[src/rtl/gpio_edge_bank.sv]
module gpio_edge_bank #(
  parameter int NLINES   = 32,
  parameter int NCPU     = 2,
  parameter bit REVERSED = 1'b0
) (
  input  logic              clk,
  input  logic              rst_n,
  input  logic              bus_en,
  input  logic              bus_we,
  input  logic              bus_region,
  input  logic [7:0]        bus_addr,
  input  logic [31:0]       bus_wdata,
  output logic [31:0]       bus_rdata,
  input  logic [NLINES-1:0] pin_in,
  output logic [NLINES-1:0] pin_out,
  output logic [NLINES-1:0] pin_oe,
  output logic              irq_any,
  output logic [NCPU-1:0]   irq_cpu
);

  function automatic logic [63:0] mode_mask_f();
    logic [63:0] r = '0;
    for (int n = 0; n < 32; n++)
      if (n < NLINES) r[2*n +: 2] = 2'b11;
    return r;
  endfunction

  localparam logic [31:0] LMASK = 32'((64'd1 << NLINES) - 64'd1);
  localparam logic [63:0] MMASK = mode_mask_f();

  function automatic logic [31:0] ord1(logic [31:0] v);
    return REVERSED ? v : {v[7:0], v[15:8], v[23:16], v[31:24]};
  endfunction

  function automatic logic [63:0] ord2(logic [63:0] v);
    return REVERSED ? v : {v[47:32], v[63:48], v[15:0], v[31:16]};
  endfunction

  logic [31:0] psel_q, dir_q, dout_q, stat_q;
  logic [63:0] mode_q;
  logic [31:0] mask_q [NCPU];
  logic [31:0] s1, s2, s3;

  logic [31:0] pin32, rise, fall, hit, clr, mode_en, rd_val;
  logic [63:0] mcur;
  logic        acc_ok, wmain, wr_data, wr_dir;
  logic [2:0]  widx;
  logic [NCPU-1:0] wcpu;

  assign pin32   = 32'(pin_in);
  assign acc_ok  = bus_en && bus_addr[1:0] == 2'b00;
  assign widx    = bus_addr[4:2];
  assign wmain   = acc_ok && bus_we && !bus_region && bus_addr[7:5] == 3'd0;
  assign wr_dir  = wmain && widx == 3'd2;
  assign wr_data = wmain && widx == 3'd3;
  assign rise    = s2 & ~s3;
  assign fall    = ~s2 & s3;
  assign clr     = (wmain && widx == 3'd4) ? ord1(bus_wdata) : '0;
  assign mcur    = ord2(mode_q);
  assign rd_val  = (dir_q & dout_q) | (~dir_q & s2);

  always_comb begin
    for (int n = 0; n < 32; n++) begin
      hit[n]     = (mode_q[2*n+1] & rise[n]) | (mode_q[2*n] & fall[n]);
      mode_en[n] = |mode_q[2*n +: 2];
    end
    for (int k = 0; k < NCPU; k++)
      wcpu[k] = acc_ok && bus_we && bus_region && bus_addr[7:2] == 6'(k);
  end

  always_ff @(posedge clk) begin
    if (!rst_n) begin
      psel_q <= '0; dir_q <= '0; dout_q <= '0; stat_q <= '0; mode_q <= '0;
      s1 <= '0; s2 <= '0; s3 <= '0;
      for (int k = 0; k < NCPU; k++) mask_q[k] <= LMASK;
    end else begin
      s1 <= pin32;
      s2 <= s1;
      s3 <= s2;
      stat_q <= ((stat_q & ~clr) | hit) & LMASK;
      if (wmain) begin
        case (widx)
          3'd0: psel_q <= bus_wdata;
          3'd2: dir_q  <= ord1(bus_wdata) & LMASK;
          3'd3: dout_q <= ord1(bus_wdata) & LMASK;
          3'd5: mode_q <= ord2({mcur[63:32], bus_wdata}) & MMASK;
          3'd6: mode_q <= ord2({bus_wdata, mcur[31:0]}) & MMASK;
          default: ;
        endcase
      end
      for (int k = 0; k < NCPU; k++)
        if (wcpu[k]) mask_q[k] <= ord1(bus_wdata) & LMASK;
    end
  end

  always_comb begin
    bus_rdata = '0;
    if (acc_ok && !bus_region) begin
      case (bus_addr[7:2])
        6'd0: bus_rdata = psel_q;
        6'd2: bus_rdata = ord1(dir_q);
        6'd3: bus_rdata = ord1(rd_val);
        6'd4: bus_rdata = ord1(stat_q);
        6'd5: bus_rdata = mcur[31:0];
        6'd6: bus_rdata = mcur[63:32];
        default: ;
      endcase
    end else if (acc_ok) begin
      for (int k = 0; k < NCPU; k++)
        if (bus_addr[7:2] == 6'(k)) bus_rdata = ord1(mask_q[k]);
    end
  end

  assign pin_out = dout_q[NLINES-1:0];
  assign pin_oe  = dir_q[NLINES-1:0];
  assign irq_any = |stat_q;

  for (genvar k = 0; k < NCPU; k++) begin : g_cpu
    assign irq_cpu[k] = |(stat_q & mask_q[k]);
  end


  stat_needs_mode_chk: assert property (@(posedge clk) disable iff (!rst_n)
    (|(stat_q & ~$past(stat_q))) |-> (|$past(mode_en)));


  out_hold_chk: assert property (@(posedge clk) disable iff (!rst_n)
    !$past(wr_data) |-> $stable(pin_out));


  oe_hold_chk: assert property (@(posedge clk) disable iff (!rst_n)
    !$past(wr_dir) |-> $stable(pin_oe));


  cpu_implies_any_chk: assert property (@(posedge clk) disable iff (!rst_n)
    (|irq_cpu) |-> irq_any);

endmodule

[config.mk]
export PLATFORM = sky130hd
export DESIGN_NAME = gpio_edge_bank
export DESIGN_NICKNAME = d
export VERILOG_FILES = /design/src/rtl/gpio_edge_bank.sv
export SDC_FILE = /design/constraint.sdc
export NUM_CORES = 1
export LEC_CHECK = 0
export BUFFER_PORTS_ARGS = -buffer_cell sky130_fd_sc_hd__buf_2
export CAP_MARGIN = 20
export CORE_ASPECT_RATIO = 0.8
export CORE_UTILIZATION = 23
export DETAILED_ROUTE_END_ITERATION = 16
export PLACE_DENSITY = 0.48
export SETUP_SLACK_MARGIN = 0.2
export SLEW_MARGIN = 20
export SYNTH_ARGS = -nofsm -noshare
export SYNTH_HDL_FRONTEND = slang
export SYNTH_SLANG_ARGS = --single-unit
[constraint.sdc]
create_clock -name clk -period 7.1 [get_ports clk]
set_input_delay 1.42 -clock clk [delete_from_list [all_inputs] [get_ports clk]]
set_output_delay 1.42 -clock clk [all_outputs]
set_load 0.05 [all_outputs]
== Word-level counts from Yosys, hierarchy flattened ==
Memory sizes are Yosys's and may differ from the RTL's.
Cells that the tools add are included.
Word-level totals
  register bits after elaboration: 288
  memory bits (writable): 64
  input port bits: 77
  output and inout port bits: 99
  logic and storage cells: 172
  memories: 1
Cells by class
  equality and inequality tests: 11
  multiplexer cells: 16
  bitwise gates (word level): 113
  reductions and logical operators: 22
Memories
  mask_q: words 2, width 32, rd ports 2, clocked after Yosys merged registers in 0, write ports 2, line 41  | logic [31:0] mask_q [NCPU];
Operator list (count)
  32-bit AND: 7
  32-bit 2-to-1 mux: 7
  32-bit case mux with 6 select lines: 1
  32-bit inverter: 4
  64-bit case mux with 2 select lines: 1
  32-bit OR reduction: 3
  1-bit AND: 64
  32-bit OR: 2
  1-bit OR: 34
  6-bit by 3-bit equality test with 1-bit output, second input constant: 3
  6-bit by 2-bit equality test with 1-bit output, second input constant: 2
  3-bit equality test, second input constant: 3
  1-bit logical AND: 9
  1-bit 2-to-1 mux: 7
  3-bit by 2-bit equality test with 1-bit output, second input constant: 2
  6-bit by 1-bit equality test with 1-bit output, second input constant: 1
  3-bit logical NOT: 2
  6-bit logical NOT: 1
  2-bit AND reduction: 3
  3-bit AND reduction: 2
  2-bit logical NOT: 1
  1-bit inverter: 2
  1-bit logical NOT: 1

== Logic depth before layout (Yosys ltp) ==
Gate-level depths: netlist of run 1.
  depth after elaboration: 10
  gate-level depth with buffers: 8
  depth with buffers taken out: 4

== Worst setup path after synthesis of run 1 ==
Ideal clock, no wire load.
  path type: input port to output port
  from: input bus_addr[2]
  to: output bus_rdata[28]
  data arrival time: 3775 ps
  slack: 1905 ps
  stages on the path: 8
  buffers on the path: 4
  cells stage by stage: clkbuf_1 > and3b_1 > buf_2 > and2_1 > clkbuf_1 > clkbuf_1 > a221oi_1 > a211oi_1
On the way
  longest elaborated chain between the ends: 5
  elaborated cells between the ends (all ways): 12
Ends and longest elaborated chain
  start: declaration: line 11  | input logic [7:0] bus_addr,
  6-bit logical NOT: line 99, 110
  32-bit 2-to-1 mux (2 in a row): line 110  | if (bus_addr[7:2] == 6'(k)) bus_rdata = ord1(mask_q[k]);
  32-bit 2-to-1 mux: line 108  | end else if (acc_ok) begin
  32-bit 2-to-1 mux *: line 98  | if (acc_ok && !bus_region) begin
  end: declaration: line 13  | output logic [31:0] bus_rdata,
Every way passes the cells marked *; elsewhere a longest branch is shown, timed or not.

== Worst setup path in the final report of run 1 ==
  from: input bus_addr[5]
  to: output bus_rdata[7]
Same word-level chain as after synthesis.

==> results of run 1 <==
state kept, by name, indices dropped and copies added, names as in the netlist:
| name | cells |
|---|---|
| s3 | 32 |
| s2 | 32 |
| pin_oe | 32 |
| pin_out | 32 |
| mask_q | 64 |
| stat_q | 32 |
| psel_q | 32 |
| mode_q | 64 |
| s1 | 32 |
area by class of cell:
type / count / area, sq um / share of cell area (%)
flip-flops and latches: 352 / 7687 / 44.01
multi-input cells: 989 / 6405 / 36.67
repair buffers: 200 / 1136 / 6.504
clock buffers: 56 / 1111 / 6.361
well taps: 840 / 1051 / 6.017
clock inverters: 9 / 72.57 / 0.4155
inverters: 1 / 3.754 / 0.02149
metrics by stage:
step	cell area (sq um)	hold slack [ns]	power (mW)	util, %
after floorplan	14630	0.4119	2.250	-
after global placement	16280	0.4231	2.366	25.93
after detailed placement	16280	0.4229	2.368	25.93
after CTS	17470	0.4370	4.304	27.82
after global routing	17470	0.4475	4.404	27.82
final	17470	0.4316	4.268	27.82
worst max path at each step:
| stage | end | slack (ns) | cells after the start |
|---|---|---|---|
| global route | bus_rdata[7] | 1.41 | 6 |
| CTS | bus_rdata[7] | 1.60 | 6 |
| global placement | bus_rdata[7] | 1.63 | 7 |
| finish | bus_rdata[7] | 1.65 | 6 |
| detailed placement | bus_rdata[7] | 1.61 | 6 |
| floorplan | bus_rdata[28] | 1.91 | 8 |
critical path: cells and delay by family:
family          cells  cell delay, ns
simple gates        2            1.15
buf+inv             2            0.51
compound gates      2            0.93
synth_stat cells, drive strengths merged (3+ instances only):
master	number
o21a	32
a22oi	41
a21boi	32
or2	34
a211oi	31
buf	35
nand3	160
nor2b	3
o31ai	32
dfxtp	288
nor4	40
o21ai	160
nor3b	5
mux2	22
nand4	17
nand2	68
nand3b	32
mux2i	10
and2	97
edfxtp	64
a21oi	31
clkbuf	94
a31oi	22
and3b	33
nor3	22
a221oi	54
power by group:
group	internal (mW)	switching (mW)
Clock	1.12	0.826
Sequential	2.07	0.0410
Combinational	0.0554	0.155
Total	3.25	1.02
logic make-up after synthesis:
kind of cell	count (synthesis)
buffers and inverters	130
muxes	33
AOI/OAI and AO/OA	436
and+or+nand+nor	520
DFF	352
metal layers:
metal / wire (microns) / vias to the layer above / GRT usage [%]
met2: 29500 / 446 / 32.00
met5: 27 / - / 0
met1: 25760 / 6165 / 23.29
li1: - / 5741 / -
met4: 1442 / 4 / 4.935
met3: 4620 / 89 / 4.619
==> results.json, run 1 <==
{
  "holdPathEnd": "s2[9]$_SDFF_PN0_",
  "area_growth_pct": 19.40,
  "critPathArrivalTime_ns": 4.03,
  "synth_top_family_by_area": "simple AND/OR/NAND/NOR gates",
  "final_cells": 2447,
  "synth.area.mux_share_pct": 2.532,
  "criticalPathCategory": "in2out",
  "status": "finished, final reports clean",
  "pre_cts_ws_ns": 1.615,
  "drt-pass1-iter-count": 7,
  "path_cells": "buf_2 > or3_2 > nor3b_4 > a221oi_1 > a211oi_1 > buf_2",
  "globalplace.congestion": 0.9196,
  "synth-adder-area-share_pct": 0,
  "insertion_delay_ns": 0.55,
  "vdd_drop_max_mv": 0.1315,
  "yosys.area_share.xor_xnor_pct": 0,
  "grt_pass1_wl_microns": 87470,
  "syn_inst": 1471,
  "io_buffers": 175,
  "synthSimpleGateAreaFrac_pct": 20.86,
  "p_per_area_nw_per_um2": 244.4,
  "netlist_area_sq_um": 14630,
  "synthFlopType": "dfxtp_1",
  "grt_max_degree": 129,
  "layout_setup_ws_ns": 1.654,
  "path_clk_slew_ns": 0.06,
  "dp_hpwl_microns": 44510,
  "crit_start": "bus_addr[5]",
  "grt_pass1_vias": 11970,
  "r2r-start": "s2[9]$_SDFF_PN0_",
  "final.setup.tns_ns": 0,
  "ys_seq_area_share_pct": 52.55,
  "synth.largest_area_cell": "dfxtp_1",
  "nFillCells": 6682,
  "n_antenna_cell": 0,
  "die_area_sq_um": 64620,
  "avgViaCountPerCell": 5.086,
  "slew_viol_final": 0,
  "critical_path.slowest_cell": "a211oi_1",
  "dp.cells": 2382,
  "reg2regPathDepth": 2,
  "timing.final.crit_share_pct": 76.71,
  "worstPathMaxFanout": 7,
  "holdPathStages": 1,
  "rsz0062_at_grt": "false",
  "final_nets": 1658,
  "yosys_warnings": 0,
  "clk_path_buf_depth": 3,
  "cts.htree.levels": 2,
  "hold_start": "s1[9]$_SDFF_PN0_",
  "min_period_ns": 5.446,
  "power.leakage_nw": 6.289,
  "cpPeakStageDelay_ns": 0.72,
  "worstReg2RegEnd": "stat_q[9]$_SDFF_PN0_",
  "reg2reg_slack_ns": 5.57,
  "clkSinkCount": 352,
  "routed_wl_microns": 61350,
  "core_sq_um": 62790,
  "relSlewSlack_pct": 33.82,
  "wire_per_inst_microns": 25.07,
  "syn_nets": 1548,
  "mostFrequentLayoutCells": "dfxtp_1, buf_2, nand3_1",
  "vias": 12450,
  "antenna_found_initial": 2,
  "endpoint_kind": "output pin",
  "ant_nets": 0,
  "final_common_cell": "dfxtp_1",
  "cts_tree": "done",
  "hold_viol": 0,
  "fin_skew_ns": 0.02226,
  "postCtsHoldBufs": 0,
  "maxCapViolCount": 0,
  "drive_gt1_share_pct": 22.40,
  "synth_compound_area_share_pct": 20.21,
  "synth_edf_count": 64,
  "grt-ovfl-total": 0,
  "die_h_microns": 227.6,
  "cts_setup_buffers": 0,
  "start_util_pct": 23.30,
  "synthDominantCellAreaShare_pct": 39.41,
  "ctsRootBufferMaster": "clkbuf_16",
  "cts_resized": 0,
  "finalSetupViolations": 0,
  "synthDistinctLibCells": 43,
  "die-width_microns": 284.0,
  "fmax_mhz": 183.6,
  "drcViolationCount": 0,
  "drt_iter0_drc": 1059,
  "tightest_slew_ns": 0.9892,
  "pin_count": 176,
  "syn_area_per_cell_sq_um": 9.945,
  "synthTopCellsByArea": "dfxtp_1, edfxtp_1, nand3_1, o21ai_0, and2_1",
  "hold_path_class": "reg2reg",
  "critPathRequiredTime_ns": 5.68,
  "synthArstFlopShare_pct": 0,
  "startpoint_type": "primary input",
  "crit_top_cell": "buf_2",
  "grt_usage_pct": 18.65,
  "ys_ff_latch": 352,
  "rows": 82,
  "cts_buffers": 37
}
Note: power is estimated with default switching activity, not from simulation.
==> run 2, diff against run 1 <==
PLACE_DENSITY = 0.5   (was 0.48)
clock period = 4.5 ns   (was 7.1 ns; I/O delays follow)
==> run 2 against run 1 <==
Die area stayed put. Setup slack worse by 1.4 ns. Worst hold slack better by 0.0010 ns. Register-to-register slack worse by 2.5 ns. Highest routed layer unchanged. Non-clock buffer count is 21 higher. Sequential share of layout area is 1.8 points lower. Clock skew is 0.0063 ns lower. Global-route usage is 0.21 points higher. Power is 62% higher. Clock-buffer cell count is 4 lower. Design area is 4.2% higher. Critical path type unchanged. Clock power is 65% higher. Largest cell class unchanged.
==> results.json, run 2 (synthesis gave the netlist of run 1 again) <==
{
  "grt_usage_pct": 18.86,
  "r2r-start": "s2[9]$_SDFF_PN0_",
  "relSlewSlack_pct": 33.93,
  "p_sw_mw": 1.658,
  "power.leakage_nw": 6.520,
  "internal-power_mw": 5.254,
  "top_regs": "mask_q: 64 flops, mode_q: 64 flops",
  "clk_path_buf_depth": 3,
  "min_period_ns": 4.204,
  "endpoint_kind": "output pin",
  "cts_resized": 0,
  "area_growth_pct": 24.38,
  "die-width_microns": 284.0,
  "holdPathEnd": "s2[8]$_SDFF_PN0_",
  "cts_tree": "done",
  "startpoint_type": "primary input",
  "finalSetupViolations": 0,
  "hold_start": "s1[8]$_SDFF_PN0_",
  "multi_input_area_sq_um": 6397,
  "postCtsHoldBufs": 0,
  "grt_max_degree": 106,
  "rows": 82,
  "cts_setup_buffers": 0,
  "cp_top_family": "simple AND/OR/NAND/NOR gates",
  "timing.final.crit_share_pct": 93.42,
  "seq_area_sq_um": 7687,
  "pin_count": 176,
  "seqPwrFrac_pct": 48.3,
  "critPathRequiredTime_ns": 3.60,
  "hold_path_class": "reg2reg",
  "status": "finished, final reports clean",
  "final_common_cell": "dfxtp_1",
  "dp_hpwl_microns": 46180,
  "clkSinkCount": 352,
  "path_cells": "buf_2 > or3_2 > buf_4 > nor4_1 > nor3_1 > a211oi_1 > buf_12",
  "final.setup.tns_ns": 0,
  "tightest_slew_ns": 0.9911,
  "core_sq_um": 62790,
  "finalInstanceArea_sq_um": 18200,
  "wire_per_inst_microns": 25.11,
  "die_h_microns": 227.6,
  "globalplace.congestion": 0.9399,
  "holdPathStages": 1,
  "slew_viol_final": 0,
  "die_area_sq_um": 64620,
  "io_buffers": 175,
  "place_area_sq_um": 16940,
  "insertion_delay_ns": 0.55,
  "worstReg2RegEnd": "stat_q[9]$_SDFF_PN0_",
  "reg2reg_slack_ns": 3.09,
  "drive_gt1_share_pct": 23.56,
  "fmax_mhz": 237.9,
  "nFillCells": 6597,
  "n_antenna_cell": 0,
  "cts.htree.levels": 2,
  "maxCapViolCount": 0,
  "critical_path.slowest_cell": "a211oi_1",
  "fin_skew_ns": 0.01592,
  "antenna_found_initial": 0,
  "worstPathMaxFanout": 43,
  "combPwrFrac_pct": 5.3,
  "cpPeakStageDelay_ns": 0.68,
  "hold_viol": 0,
  "p_clk_share_pct": 46.5,
  "vias": 12710,
  "cp_num_buf_inv": 3,
  "start_util_pct": 23.30,
  "grt-ovfl-total": 0,
  "mostFrequentLayoutCells": "dfxtp_1, nand3_1, buf_2",
  "p_per_area_nw_per_um2": 379.9,
  "avgViaCountPerCell": 5.146,
  "grt_pass1_wl_microns": 88720,
  "grt_pass1_vias": 12200,
  "vdd_drop_max_mv": 0.2047,
  "rsz0062_at_grt": "false",
  "drcViolationCount": 0,
  "cts_buffers": 37,
  "swShare_pct": 23.99,
  "ant_nets": 0,
  "path_clk_slew_ns": 0.06,
  "reg2regPathDepth": 2,
  "critPathArrivalTime_ns": 3.30,
  "final_nets": 1679,
  "routed_wl_microns": 62020,
  "ctsRootBufferMaster": "clkbuf_16",
  "criticalPathCategory": "in2out",
  "drt_iter0_drc": 1367,
  "drt-pass1-iter-count": 6
}
run 2: how the worst max path moves through the flow:
stage           startpoint            end  slack (ns)  depth (start not counted)
3_5_place_dp   bus_addr[5]  bus_rdata[31]        0.32                          8
4_1_cts        bus_addr[5]  bus_rdata[20]        0.31                          7
2_1_floorplan  bus_addr[2]  bus_rdata[28]        0.35                          8
5_1_grt        bus_addr[5]   bus_rdata[6]        0.23                          7
6_report       bus_addr[5]   bus_rdata[7]        0.30                          7
3_3_place_gp   bus_addr[5]   bus_rdata[7]        0.30                          7
run 2: metrics by stage:
stage	setup slack (ns)	power (mW)	hold slack (ns)	std cells	utilization, %
final	0.2960	6.911	0.4326	2470	28.98
after CTS	0.3063	6.966	0.4369	2470	28.98
after global routing	0.2290	7.116	0.4481	2470	28.98
after detailed placement	0.3223	3.768	0.4228	2403	26.98
after global placement	0.2969	3.768	0.4239	2403	26.98
after floorplan	0.3454	3.550	0.4119	1471	-
run 2: routing by layer:
| metal | track usage (%) | vias to the layer above | routed length, microns |
|---|---|---|---|
| met2 | 32.79 | 524 | 30260 |
| met4 | 4.167 | 2 | 1171 |
| met3 | 4.659 | 68 | 4959 |
| met5 | 0.8824 | - | 83 |
| li1 | - | 5789 | - |
| met1 | 23.43 | 6328 | 25550 |
run 2: area by class of cell:
| class | instances | share of cell area (%) |
|---|---|---|
| Sequential cell | 352 | 42.25 |
| Multi-Input combinational cell | 989 | 35.16 |
| Timing Repair Buffer | 221 | 9.889 |
| Clock buffer | 52 | 5.969 |
| Tap cell | 840 | 5.776 |
| Clock inverter | 15 | 0.9352 |
| Inverter | 1 | 0.02063 |
run 2: worst register-to-register path, cell delays in order (launching register included):
cell	delay, ns
dfxtp_1	0.61
o21ai_0	0.41
o21a_1	0.28
run 2: power by group through the flow:
stage	Sequential [mW]	Clock (mW)	Combinational [mW]
detailed placement	3.40	0	0.364
floorplan	3.36	0	0.187
global placement	3.40	0	0.363
finish	3.34	3.21	0.363
CTS	3.33	3.27	0.365
global route	3.34	3.39	0.386
